### src/rtl/irq_sel_pkg.sv
package irq_sel_pkg;

  typedef enum logic [1:0] {
    PRV_USER  = 2'd0,
    PRV_SUPER = 2'd1,
    PRV_RSVD  = 2'd2,
    PRV_MACH  = 2'd3
  } priv_e;

  // Reserved encoding collapses onto user level
  function automatic priv_e fold_priv(input logic [1:0] raw);
    priv_e p;
    p = priv_e'(raw);
    if (p == PRV_RSVD) p = PRV_USER;
    return p;
  endfunction

endpackage

### src/rtl/irq_gate.sv
module irq_gate
  import irq_sel_pkg::*;
(
  input  logic [1:0] priv_i,
  input  logic       m_ie_i,
  input  logic       s_ie_i,
  input  logic       hs_ie_i,
  output logic       m_open_o,
  output logic       s_open_o,
  output logic       hs_open_o
);
  priv_e lvl;

  always_comb begin
    lvl       = fold_priv(priv_i);
    m_open_o  = (lvl != PRV_MACH) || m_ie_i;
    s_open_o  = (lvl == PRV_USER) || ((lvl == PRV_SUPER) && s_ie_i);
    hs_open_o = (lvl == PRV_USER) || ((lvl == PRV_SUPER) && hs_ie_i);
  end
endmodule

### src/rtl/irq_qualify.sv
module irq_qualify #(
  parameter int              NUM_IRQ    = 16,
  parameter logic [NUM_IRQ-1:0] GUEST_MASK = 16'h0444
) (
  input  logic [NUM_IRQ-1:0] pend_i,
  input  logic [NUM_IRQ-1:0] enab_i,
  input  logic [NUM_IRQ-1:0] deleg_i,
  input  logic               virt_i,
  input  logic               m_open_i,
  input  logic               s_open_i,
  input  logic               hs_open_i,
  output logic [NUM_IRQ-1:0] qual_o,
  output logic               force_o
);
  logic [NUM_IRQ-1:0] cand, host, guest, hs_hits, pool, via_m, via_s;

  always_comb begin
    cand    = pend_i & enab_i;
    host    = cand & ~GUEST_MASK;
    guest   = cand & GUEST_MASK;
    hs_hits = host & {NUM_IRQ{hs_open_i}};
    force_o = virt_i && (hs_hits != '0);
    pool    = virt_i ? guest : host;
    via_m   = pool & ~deleg_i & {NUM_IRQ{m_open_i}};
    via_s   = pool &  deleg_i & {NUM_IRQ{s_open_i}};
    qual_o  = force_o ? hs_hits : (via_m | via_s);
  end
endmodule

### src/rtl/lowest_bit_find.sv
module lowest_bit_find #(
  parameter int NUM_IRQ = 16,
  localparam int IDX_W  = (NUM_IRQ > 1) ? $clog2(NUM_IRQ) : 1
) (
  input  logic [NUM_IRQ-1:0] vec_i,
  output logic               found_o,
  output logic [IDX_W-1:0]   idx_o
);
  always_comb begin
    found_o = 1'b0;
    idx_o   = '0;
    for (int i = NUM_IRQ - 1; i >= 0; i--) begin
      if (vec_i[i]) begin
        found_o = 1'b1;
        idx_o   = IDX_W'(i);
      end
    end
  end
endmodule

### src/rtl/irq_pick_sel.sv
module irq_pick_sel #(
  parameter int                 NUM_IRQ    = 16,
  parameter logic [NUM_IRQ-1:0] GUEST_MASK = 16'h0444,
  localparam int                IDX_W      = (NUM_IRQ > 1) ? $clog2(NUM_IRQ) : 1
) (
  input  logic               clk,
  input  logic               rst,
  input  logic [NUM_IRQ-1:0] pend_i,
  input  logic [NUM_IRQ-1:0] enab_i,
  input  logic [NUM_IRQ-1:0] deleg_i,
  input  logic [1:0]         priv_i,
  input  logic               m_ie_i,
  input  logic               s_ie_i,
  input  logic               virt_i,
  input  logic               hs_ie_i,
  output logic               sel_valid_o,
  output logic [IDX_W-1:0]   sel_idx_o,
  output logic               force_hyp_o
);
  logic               m_open, s_open, hs_open;
  logic [NUM_IRQ-1:0] qual;
  logic               force_c, found;
  logic [IDX_W-1:0]   idx_c;

  irq_gate u_gate (
    .priv_i    (priv_i),
    .m_ie_i    (m_ie_i),
    .s_ie_i    (s_ie_i),
    .hs_ie_i   (hs_ie_i),
    .m_open_o  (m_open),
    .s_open_o  (s_open),
    .hs_open_o (hs_open)
  );

  irq_qualify #(.NUM_IRQ(NUM_IRQ), .GUEST_MASK(GUEST_MASK)) u_qual (
    .pend_i    (pend_i),
    .enab_i    (enab_i),
    .deleg_i   (deleg_i),
    .virt_i    (virt_i),
    .m_open_i  (m_open),
    .s_open_i  (s_open),
    .hs_open_i (hs_open),
    .qual_o    (qual),
    .force_o   (force_c)
  );

  lowest_bit_find #(.NUM_IRQ(NUM_IRQ)) u_find (
    .vec_i   (qual),
    .found_o (found),
    .idx_o   (idx_c)
  );

  always_ff @(posedge clk) begin
    if (rst) begin
      sel_valid_o <= 1'b0;
      sel_idx_o   <= '0;
      force_hyp_o <= 1'b0;
    end else begin
      sel_valid_o <= found;
      sel_idx_o   <= found ? idx_c : '0;
      force_hyp_o <= found && force_c;
    end
  end

  // a selected line was both pending and enabled at the sampling edge
  assert_sel_is_cand_R1: assert property (@(posedge clk) disable iff (rst)
    sel_valid_o |-> (((($past(pend_i) & $past(enab_i)) >> sel_idx_o) & NUM_IRQ'(1)) != '0));

  // empty candidate set yields no selection
  assert_empty_none_R1: assert property (@(posedge clk) disable iff (rst)
    (($past(pend_i) & $past(enab_i)) == '0) |-> !sel_valid_o);

  // the none indication carries zero index and no force flag
  assert_none_clean_R6: assert property (@(posedge clk) disable iff (rst)
    !sel_valid_o |-> (sel_idx_o == '0) && !force_hyp_o);

  // guest lines are out of reach outside virtualized mode
  assert_no_guest_R7: assert property (@(posedge clk) disable iff (rst)
    (sel_valid_o && !$past(virt_i)) |-> (((GUEST_MASK >> sel_idx_o) & NUM_IRQ'(1)) == '0));

  // forced hypervisor trap only in virtualized mode, on a host line
  assert_force_host_R8: assert property (@(posedge clk) disable iff (rst)
    force_hyp_o |-> $past(virt_i) && (((GUEST_MASK >> sel_idx_o) & NUM_IRQ'(1)) == '0));

  // machine level with its enable clear never takes an undelegated line
  assert_m_closed_R2: assert property (@(posedge clk) disable iff (rst)
    (sel_valid_o && !$past(virt_i) && ($past(priv_i) == 2'd3) && !$past(m_ie_i))
      |-> ((($past(deleg_i) >> sel_idx_o) & NUM_IRQ'(1)) != '0));
endmodule

### config.mk
export PLATFORM = sky130hd
export DESIGN_NAME = irq_pick_sel
export DESIGN_NICKNAME = d
export VERILOG_FILES = /design/src/rtl/irq_sel_pkg.sv /design/src/rtl/irq_gate.sv /design/src/rtl/irq_qualify.sv /design/src/rtl/lowest_bit_find.sv /design/src/rtl/irq_pick_sel.sv
export SDC_FILE = /design/constraint.sdc
export NUM_CORES = 1
export LEC_CHECK = 0
export BUFFER_PORTS_ARGS = -buffer_cell sky130_fd_sc_hd__clkbuf_2
export CAP_MARGIN = 30
export CORE_MARGIN = 5
export CORE_UTILIZATION = 39
export CTS_CLUSTER_SIZE = 10
export DETAILED_ROUTE_END_ITERATION = 16
export GPL_TIMING_DRIVEN = 0
export HOLD_SLACK_MARGIN = 0.1
export PLACE_DENSITY_LB_ADDON = 0.3
export SYNTH_ARGS = -nofsm -noshare
export SYNTH_HDL_FRONTEND = slang
export SYNTH_SLANG_ARGS = --single-unit
### constraint.sdc
create_clock -name clk -period 1.9 [get_ports clk]
set_input_delay 0.38 -clock clk [delete_from_list [all_inputs] [get_ports clk]]
set_output_delay 0.38 -clock clk [all_outputs]
set_load 0.02 [all_outputs]
==> results of run 1 <==
-- flip-flops by register name, summed over array words and instances, names as in the netlist --
signal,cells
sel_idx_o,4
force_hyp_o,1
sel_valid_o,1
-- layer usage --
layer,track usage (%),wire [um]
met4,8.18,89
met5,0,0
met3,1.26,293
met1,21.8,1360
met2,31.8,1720
-- path summary, 6_finish.rpt --
kind                                 endpoint  cells past startpoint
worst max-delay path  sel_idx_o[0]$_SDFF_PP0_                      9
worst min-delay path   sel_valid_o$_SDFF_PP0_                      2
-- layout make-up --
type	count	area [um^2]
multi-input cells	127	960
repair buffers	63	327
inverters	3	11.3
fillers	247	1010
flip-flops and latches	6	120
plain buffers	5	33.8
clock buffers	3	22.5
well taps	30	37.5
-- kinds of logic after synthesis --
| logic type | Yosys count |
|---|---|
| compound gates | 56 |
| buf+inv | 8 |
| flops | 6 |
| simple gates | 71 |
-- cells in the final DEF (no fill, tap or decap), types with 2 or more instances in the layout --
| cell | count |
|---|---|
| clkbuf_2 | 59 |
| nand2_1 | 18 |
| nand2b_1 | 11 |
| nor2_1 | 7 |
| nand3b_1 | 7 |
| o21ai_0 | 6 |
| dfxtp_1 | 6 |
| a21oi_1 | 5 |
| a211oi_1 | 5 |
| buf_2 | 4 |
| a22o_1 | 4 |
| a21o_1 | 4 |
| a221oi_2 | 4 |
| inv_1 | 3 |
| buf_4 | 3 |
| nand3_1 | 3 |
| o21ai_1 | 3 |
| clkbuf_4 | 3 |
| and2_1 | 2 |
| buf_6 | 2 |
| o2111ai_1 | 2 |
| o211ai_1 | 2 |
| a311oi_1 | 2 |
| a221o_1 | 2 |
| nand4b_1 | 2 |
| nand4_1 | 2 |
| nor4bb_4 | 2 |
-- metrics by stage --
| step | utilization [%] | hold slack (ns) | std cells | TNS, ns |
|---|---|---|---|---|
| final | 59.9 | 0.331 | 237 | -0.0295 |
| after global routing | 59.9 | 0.339 | 237 | -0.325 |
| after CTS | 56.9 | 0.320 | 236 | -0.0422 |
| after detailed placement | 54.9 | 0.578 | 232 | -1.34 |
| after global placement | 54.9 | 0.565 | 232 | -1.26 |
| after floorplan | - | 0.449 | 141 | 0 |
-- worst max-delay path: cells and delay by family --
kind	cells	cell delay [ns]
buffers and inverters	2	0.27
AOI/OAI and AO/OA	4	0.77
and+or+nand+nor	3	0.61
-- where the power goes --
group          internal [mW]  leakage, nW  switching, mW
Clock                 0.0714       0.0138         0.0459
Combinational          0.167        0.652          0.179
Sequential             0.139       0.0497        0.00289
Total                  0.378        0.716          0.228
-- timing repair --
item | in CTS | in global routing
pin swaps | 1 | 8
buffers inserted | 1 | 1
gates resized for setup | 5 | 18
endpoints found under the setup margin | 3 | 5
==> key figures, run 1 <==
Status
  – Status: complete, but fails checks
  – Failing checks: negative setup slack

STA
  – Final period utilization: 101%
  – Final setup vio count: 2
  – Min Tclk post-route: approximately 1.9 ns
  – RSZ-0062 raised after global routing: yes
  – Slew margin rel.: 69.2%
  – Fin. Hold Viols: 0
  – Max Transition Viols Final: 0
  – FMAX: approximately 0.52 GHz
  – Slew @ Worst Pin: approximately 0.46 ns
  – Fin worst setup slack: -0.0160 ns

Clocking
  – CTS H-tree depth: 1
  – Clock-pin slew on the worst setup and hold paths: 0.04 ns
  – CTS tree: built
  – Root Buffer: clkbuf_4
  – Total clock buffers created by CTS: 3
  – CTS sink count: 6
  – Hold-fix buffers, CTS: 0
  – Maximum clock insertion buffer count: 2

Logic synthesis
  – Post-Synth Adder-Cell Area: 0%
  – Post-synth net total: a little under 200
  – Async SR Flop Fraction: 0%
  – XOR/XNOR share of the synthesized area: 0%
  – Post-synthesis compound-gate area fraction: about two fifths
  – Post-synthesis simple-gate area fraction: ~44%
  – Post-synthesis register bit count: 6
  – Synth Flop Type: dfxtp_1
  – Main combinational cell family by area after synthesis: simple AND/OR/NAND/NOR gates
  – Commonest cells post-synth: nand2_1 (18), nand2b_1 (12), o21ai_0 (9)
  – Share of the synthesized area in the top cell type: a little under an eighth
  – Distinct cell type count after synthesis: 51
  – Mapped Cells: approximately 140
  – Cell taking the most area after synthesis: dfxtp_1
  – Seq/Total Area, Yosys: 11.5%
  – Netlist Area Pre-Place: approximately 1000 um^2
  – Yosys warnings: 0
  – Fraction of synthesized area in multiplexers: 0%
  – Most common cell in the netlist: nand2_1
  – Top post-synthesis cells by area: dfxtp_1 (12%), nand2b_1 (7.2%), nand2_1 (6.5%)
  – Syn Area/Cell: 7.38 um^2
  – Post-synth EDFFs: 0

Power and ir drop
  – Pwr Density: between 400 and 500 nW/um^2
  – Final Power: 0.606 mW
  – LEAKAGE: approximately 0.7 nW
  – Max IR drop VDD: roughly 0.34 mV

Finish
  – Synth-to-Final Area Change: 45.2%
  – Antenna cells: 0
  – Design Area, Final: roughly 1500 um^2
  – Layout cell share with drive strength beyond 1: 44.9%
  – Final net count: between 200 and 300

Placed design
  – PortBufs: a little over 60
  – Dpl ws: -0.314 ns
  – Routability congestion estimate: about 0.85
  – DP Area: between 1000 and 1500 um^2
  – DP Wirelength: between 2 and 3 mm

Worst setup path
  – Startpoint Class: input port
  – Path type of the worst setup path: input port to flip-flop
  – CP max FO: 7
  – Max incr delay on CP: 0.30 ns
  – Worst Path Required: roughly 2 ns
  – Critical Path AT: 2.05 ns
  – Slowest CP cell: a211o_1
  – Worst setup EP type: flip-flop
  – Crit path from: priv_i[0]
  – Crit-path cells: buf_2 > and2_1 > buf_6 > or2_4 > a21o_1 > a211o_1 > a31oi_1 > o2111ai_1 > nor4bb_4

Die
  – Core footprint: between 2000 and 3000 um^2
  – Die Y: slightly above 60 um
  – Die width: 61.7 um
  – Initial Util: just over 40%
  – Num rows: 18
  – Ports: 62
  – Die area: 3800 um^2

Routing
  – Drt total wl: 3.47 mm
  – Vias: 1421
  – Initial DRC Count: 47
  – First-pass iteration count of the detailed router: 4
  – Vias per inst: roughly 6
  – Wirelength per Cell: around 15 um
  – DRT antenna net count: 0
  – DRC: 0

Global route
  – Vias in the first global route: about 1.3k
  – Largest net degree at the start of global routing: 11
  – Overall Global Routing Usage: between 10% and 20%
  – Initial antenna violation count: 0
  – First-pass GRT wire length: 5.31 mm
  – GRT overflow: 0

Job
  – Maxcap violations: 0

Hold path
  – Min-Delay Path Class: input port to flip-flop
  – Hold Startpoint: rst
Power figures use the tool's default switching activity.
==> run 2, diff against run 1 <==
clock period = 1.7 ns   (was 1.9 ns; I/O delays follow)
==> key figures, run 2 (same netlist as run 1, synthesis figures left out) <==
Clocking
  – Total clock buffers created by CTS: 3 (unchanged)
  – CTS sink count: 6 (unchanged)
  – CTS H-tree depth: 1 (unchanged)
  – CTS tree: built
  – Maximum clock insertion buffer count: 2 (unchanged)
  – Clock-pin slew on the worst setup and hold paths: 0.04 ns (about the same)
  – Hold-fix buffers, CTS: 0 (unchanged)
  – Root Buffer: clkbuf_4

STA
  – RSZ-0062 raised after global routing: yes
  – Final period utilization: 115%
  – Fin Setup TNS: -0.979 ns (-0.950 ns)
  – Fin worst setup slack: -0.249 ns (-0.233 ns)
  – Hold slack: 0.292 ns (-0.0388 ns)
  – Final setup vio count: 5 (+3)
  – Slew @ Worst Pin: 0.371 ns (-0.0867 ns)
  – Fin. Hold Viols: 0 (unchanged)
  – FMAX: just over 0.5 GHz
  – Min Tclk post-route: 1.95 ns
  – Slew margin rel.: 74.9% (+5.7 points)
  – Max Transition Viols Final: 0 (unchanged)

Status
  – Failing checks: negative setup slack
  – Status: complete, but fails checks

Die
  – Die width: 61.7 um (unchanged)
  – Die area: 3800 um^2 (unchanged)
  – Initial Util: 41.3% (unchanged)
  – Core footprint: 2520 um^2 (unchanged)
  – Num rows: 18 (unchanged)
  – Ports: 62 (unchanged)
  – Die Y: 61.7 um (unchanged)

Placed design
  – DP Wirelength: 2.91 mm (+1.1%)
  – Cell count after placement: 232 (unchanged)
  – Routability congestion estimate: 0.861 (+1.1%)
  – Dpl ws: -0.492 ns (-0.177 ns)
  – PortBufs: 61 (unchanged)

Finish
  – Commonest non-fill, non-tap cell in the layout: clkbuf_2
  – Fin cells: 246 (+3.8%)
  – Most flops, register: sel_idx_o
  – Max reg flops: 4 (unchanged)
  – Most frequent cells in the layout: clkbuf_2 (60), nand2_1 (18), buf_4 (12)
  – Final net count: 274 (+3.4%)
  – Register area: 120 um^2 (unchanged)
  – Antenna cells: 0 (unchanged)
  – Layout cell share with drive strength beyond 1: 47.7% (+2.8 points)
  – Regs by FF count: sel_idx_o x4, force_hyp_o x1, sel_valid_o x1
  – Synth-to-Final Area Change: 53.5%
  – Footprint of the multi-input gates: 967 um^2 (+0.78%)
  – Fillers: 246 (-0.40%)

Power and ir drop
  – LEAKAGE: 0.763 nW (+6.6%)
  – Pwr Density: 449 nW/um^2 (+12%)
  – Max IR drop VDD: 0.405 mV (+18%)

Routing
  – Initial DRC Count: 50 (+6.4%)
  – DRC: 0 (unchanged)
  – Drt total wl: 3.63 mm (+4.6%)
  – DRT antenna net count: 0 (unchanged)
  – Wirelength per Cell: 14.7 um (+0.73%)
  – Vias: 1461 (+2.8%)
  – Vias per inst: 5.94 (-0.95%)
  – First-pass iteration count of the detailed router: 4 (unchanged)

Global route
  – First-pass GRT wire length: 5.56 mm (+4.7%)
  – Largest net degree at the start of global routing: 11 (unchanged)
  – Vias in the first global route: 1356 (+2.6%)
  – Initial antenna violation count: 0 (unchanged)
  – GRT overflow: 0 (unchanged)
  – Overall Global Routing Usage: 19.2% (+1.2 points)

Worst setup path
  – Startpoint Class: input port
  – Worst Path Required: 1.85 ns (-0.18 ns)
  – Path type of the worst setup path: input port to flip-flop
  – CP max FO: 5 (-2)
  – Worst setup EP type: flip-flop
  – Critical Path AT: 2.10 ns (+0.05 ns)

Job
  – Maxcap violations: 0 (unchanged)

Hold path
  – Min-Delay Path Class: input port to flip-flop
run 2: changes by cell type in the layout (fill, tap and decap cells not counted), moves of 2 or more:
cell / before / now
buf_4: 3 / 12
buf_2: 4 / 0
a211oi_1: 5 / 3
a211oi_2: 0 / 2
a21oi_1: 5 / 3
clkbuf_4: 3 / 5
run 2: final timing paths:
| path | from | endpoint | depth (start not counted) |
|---|---|---|---|
| worst max-delay path | enab_i[0] | sel_idx_o[0]$_SDFF_PP0_ | 7 |
| worst min-delay path | rst | sel_valid_o$_SDFF_PP0_ | 2 |
run 2: layout make-up:
cell class	count	share of cell area, %
tap	30	2.35
clock buffer	3	1.41
multi-input combinational	127	60.5
timing repair buffer	72	24.9
sequential	6	7.52
inverter	3	0.705
buffer	5	2.58
run 2: worst max-delay path, cell delays in order:
cell      delay (ns)
buf_6           0.09
a222oi_1        0.41
and4bb_2        0.34
a21boi_4        0.08
a2111o_1        0.35
and4_4          0.22
nor4bb_4        0.27
run 2: layer usage:
layer	GRT usage [%]	up-vias	part of all wire (%)
met5	0	-	0
met4	9.39	0	1.6
met3	1.68	6	7.5
met2	33.8	65	52
met1	23.0	671	39
li1	-	719	-
run 2: report_power, final:
| part | internal [mW] | switching, mW |
|---|---|---|
| clock | 0.0797 | 0.0485 |
| combinational | 0.216 | 0.213 |
| sequential | 0.156 | 0.00343 |
| total | 0.452 | 0.265 |
run 2: timing repair:
action                     in CTS  in global routing
setup buffers                   7                  4
pin swaps                       6                  2
setup endpoints to repair       5                  5
resized for setup              11                 16
hold endpoints to repair        0                  0
run 2: metrics by stage:
step | area (um^2) | utilization, % | power, mW
2_1_floorplan | 1050 | - | 0.379
3_3_place_gp | 1390 | 55.2 | 0.506
3_5_place_dp | 1390 | 55.2 | 0.514
4_1_cts | 1510 | 59.9 | 0.687
5_1_grt | 1600 | 63.3 | 0.771
6_report | 1600 | 63.3 | 0.717
==> run 3, diff against run 2 <==
ABC_AREA = 1   (was unset)
CORE_UTILIZATION = 43   (was 39)
clock period = 1.8 ns   (was 1.7 ns; I/O delays follow)
==> key figures, run 3 <==
Worst setup path
  – Path type of the worst setup path: input port to flip-flop
  – Critical Path AT: 2.11 ns (about the same)
  – Family with the most delay on the worst path: simple AND/OR/NAND/NOR gates
  – Startpoint Class: input port
  – Max incr delay on CP: 0.31 ns (-0.10 ns)
  – Slowest CP cell: o2111ai_1
  – CP max FO: 10 (+5)
  – Worst Path Required: 1.95 ns (+0.10 ns)
  – Worst setup EP type: flip-flop
  – Crit-path cells: clkbuf_2 > inv_1 > nor3_2 > inv_2 > buf_4 > o2111ai_1 > o21ai_4 > nor2_2 > nand2_1 > nor2_2 > nand3_2 > nand2_2 > nor2_1 > nand2_1 > inv_1
  – Critical path buffer and inverter count: 5 (+4)

Routing
  – Vias per inst: 5.13 (-14%)
  – Wirelength per Cell: 12.3 um (-17%)
  – DRT antenna net count: 0 (unchanged)
  – First-pass iteration count of the detailed router: 4 (unchanged)
  – DRC: 0 (unchanged)
  – Vias: 1462 (+0.068%)
  – Initial DRC Count: 30 (-40%)
  – Drt total wl: 3.50 mm (-3.4%)

Placed design
  – DP Wirelength: 2.42 mm (-17%)
  – Dpl ws: -0.488 ns (+0.00365 ns)
  – DP Area: 1360 um^2 (-2.5%)
  – Routability congestion estimate: 0.827 (-3.9%)
  – Cell count after placement: 271 (+17%)
  – PortBufs: 61 (unchanged)

Logic synthesis
  – Most common cell in the netlist: nand2_1
  – Synth Flop Type: dfxtp_1
  – Post-synth net total: 238 (+21%)
  – Share of the synthesized area in the top cell type: 18.7% (+7.2 points)
  – Yosys warnings: 0 (unchanged)
  – Post-synthesis register bit count: 6 (unchanged)
  – Netlist Area Pre-Place: 982 um^2 (-5.6%)
  – Seq/Total Area, Yosys: 12.2% (+0.69 points)
  – Syn Area/Cell: 5.40 um^2 (-27%)
  – Cell taking the most area after synthesis: nand2_1
  – Mapped Cells: 182 (+29%)
  – Top post-synthesis cells by area: nand2_1 (19%), dfxtp_1 (12%), inv_1 (11%)
  – Async SR Flop Fraction: 0% (unchanged)
  – Distinct cell type count after synthesis: 27 (-47%)
  – Commonest cells post-synth: nand2_1 (49), inv_1 (30), nor2_1 (21)
  – Post-synth EDFFs: 0 (unchanged)

Global route
  – Overall Global Routing Usage: 20.0% (+0.83 points)
  – Vias in the first global route: 1412 (+4.1%)
  – Initial antenna violation count: 0 (unchanged)
  – Largest net degree at the start of global routing: 11 (unchanged)
  – GRT overflow: 0 (unchanged)
  – First-pass GRT wire length: 5.42 mm (-2.5%)

Finish
  – Layout cell share with drive strength beyond 1: 45.5% (-2.2 points)
  – Synth-to-Final Area Change: 59.6%
  – Final net count: 315 (+15%)
  – Most frequent cells in the layout: clkbuf_2 (60), nand2_1 (47), inv_1 (28)
  – Register area: 120 um^2 (unchanged)
  – Regs by FF count: sel_idx_o x4, force_hyp_o x1, sel_valid_o x1
  – Antenna cells: 0 (unchanged)
  – Design Area, Final: 1570 um^2 (-1.9%)
  – Max reg flops: 4 (unchanged)
  – Footprint of the multi-input gates: 790 um^2 (-18%)
  – Fin cells: 285 (+16%)
  – Fillers: 197 (-20%)
  – Most flops, register: sel_idx_o
  – Final Core Density: 71.6% (+8.2 points)
  – Commonest non-fill, non-tap cell in the layout: clkbuf_2

Die
  – Num rows: 17 (-1)
  – Die width: 57.8 um (-6.3%)
  – Die Y: 57.8 um (-6.3%)
  – Initial Util: 44.8% (+3.6 points)
  – Die area: 3340 um^2 (-12%)
  – Ports: 62 (unchanged)
  – Core footprint: 2190 um^2 (-13%)

Hold path
  – Min-Delay Path Class: input port to flip-flop
  – Hold Startpoint: rst
  – Hold depth: 2 (unchanged)
  – WHS Endpoint: force_hyp_o$_SDFF_PP0_

STA
  – Fin. Hold Viols: 0 (unchanged)
  – Max Transition Viols Final: 0 (unchanged)
  – Fin Setup TNS: -0.634 ns (+0.346 ns)
  – Final period utilization: 109%
  – Slew @ Worst Pin: 0.507 ns (+0.136 ns)
  – Final setup vio count: 5 (unchanged)
  – Slew margin rel.: 66.2% (-8.7 points)
  – Min Tclk post-route: 1.97 ns
  – Fin worst setup slack: -0.168 ns (+0.0812 ns)
  – FMAX: around 0.5 GHz
  – RSZ-0062 raised after global routing: yes

Power and ir drop
  – Max IR drop VDD: 0.368 mV (-9.0%)
  – LEAKAGE: 0.886 nW (+16%)
  – Pwr Density: 449 nW/um^2 (about the same)

Clocking
  – Total clock buffers created by CTS: 3 (unchanged)
  – CTS sink count: 6 (unchanged)
  – Maximum clock insertion buffer count: 2 (unchanged)
  – Clock-pin slew on the worst setup and hold paths: 0.05 ns (about the same)
  – CTS H-tree depth: 1 (unchanged)
  – CTS tree: built
  – Root Buffer: clkbuf_4

Job
  – Maxcap violations: 0 (unchanged)

Status
  – Failing checks: negative setup slack
  – Status: complete, but fails checks
[run 3: how the worst max path moves through the flow]
| stage | from | endpoint | slack (ns) | cells after the start |
|---|---|---|---|---|
| after global placement | priv_i[1] | sel_idx_o[0]$_SDFF_PP0_ | -0.44 | 19 |
| after floorplan | priv_i[1] | sel_idx_o[0]$_SDFF_PP0_ | -0.07 | 18 |
| after detailed placement | priv_i[1] | sel_idx_o[0]$_SDFF_PP0_ | -0.49 | 15 |
| final | priv_i[0] | sel_idx_o[0]$_SDFF_PP0_ | -0.17 | 15 |
| after CTS | priv_i[1] | sel_idx_o[0]$_SDFF_PP0_ | -0.12 | 20 |
| after global routing | priv_i[0] | sel_idx_o[0]$_SDFF_PP0_ | -0.31 | 15 |
[run 3: where the power goes]
part	internal (mW)	switching [mW]	total, mW
combinational	0.186	0.236	0.422
clock	0.0758	0.0536	0.129
sequential	0.149	0.00383	0.152
[run 3: layout make-up]
class / instances / area share (%)
multi-input combinational: 137 / 50.4
clock buffer: 3 / 1.44
inverter: 34 / 8.94
tap: 28 / 2.23
sequential: 6 / 7.66
timing repair buffer: 72 / 26.5
buffer: 5 / 2.87
[run 3: through the flow]
stage               total power [mW]  hold WS (ns)
finish                         0.704         0.304
global route                   0.760         0.282
CTS                            0.661         0.300
detailed placement             0.486         0.546
global placement               0.481         0.541
floorplan                      0.369         0.432
[run 3: kinds of logic (layout without fill, tap and decap cells)]
kind of cell           Yosys count  count (layout)  synth area share [%]
and+or+nand+nor                102             102                  45.6
AOI/OAI and AO/OA               35              35                  25.5
buffers and inverters           39             114                  16.7
DFF                              6               6                  12.2
[run 3: timing repair]
action	in CTS	in global routing
setup endpoints to repair	5	5
gates resized for setup	15	17
setup buffers	7	2
hold endpoints to repair	0	0
gates cloned	2	0
hold buffers	0	0
pin swaps	14	15
[run 3: routing by layer]
metal,global-route usage (%),share of wire [%]
met1,20.7,36
met2,36.5,51
met3,3.79,8.8
met4,12.6,3.7
met5,0,0
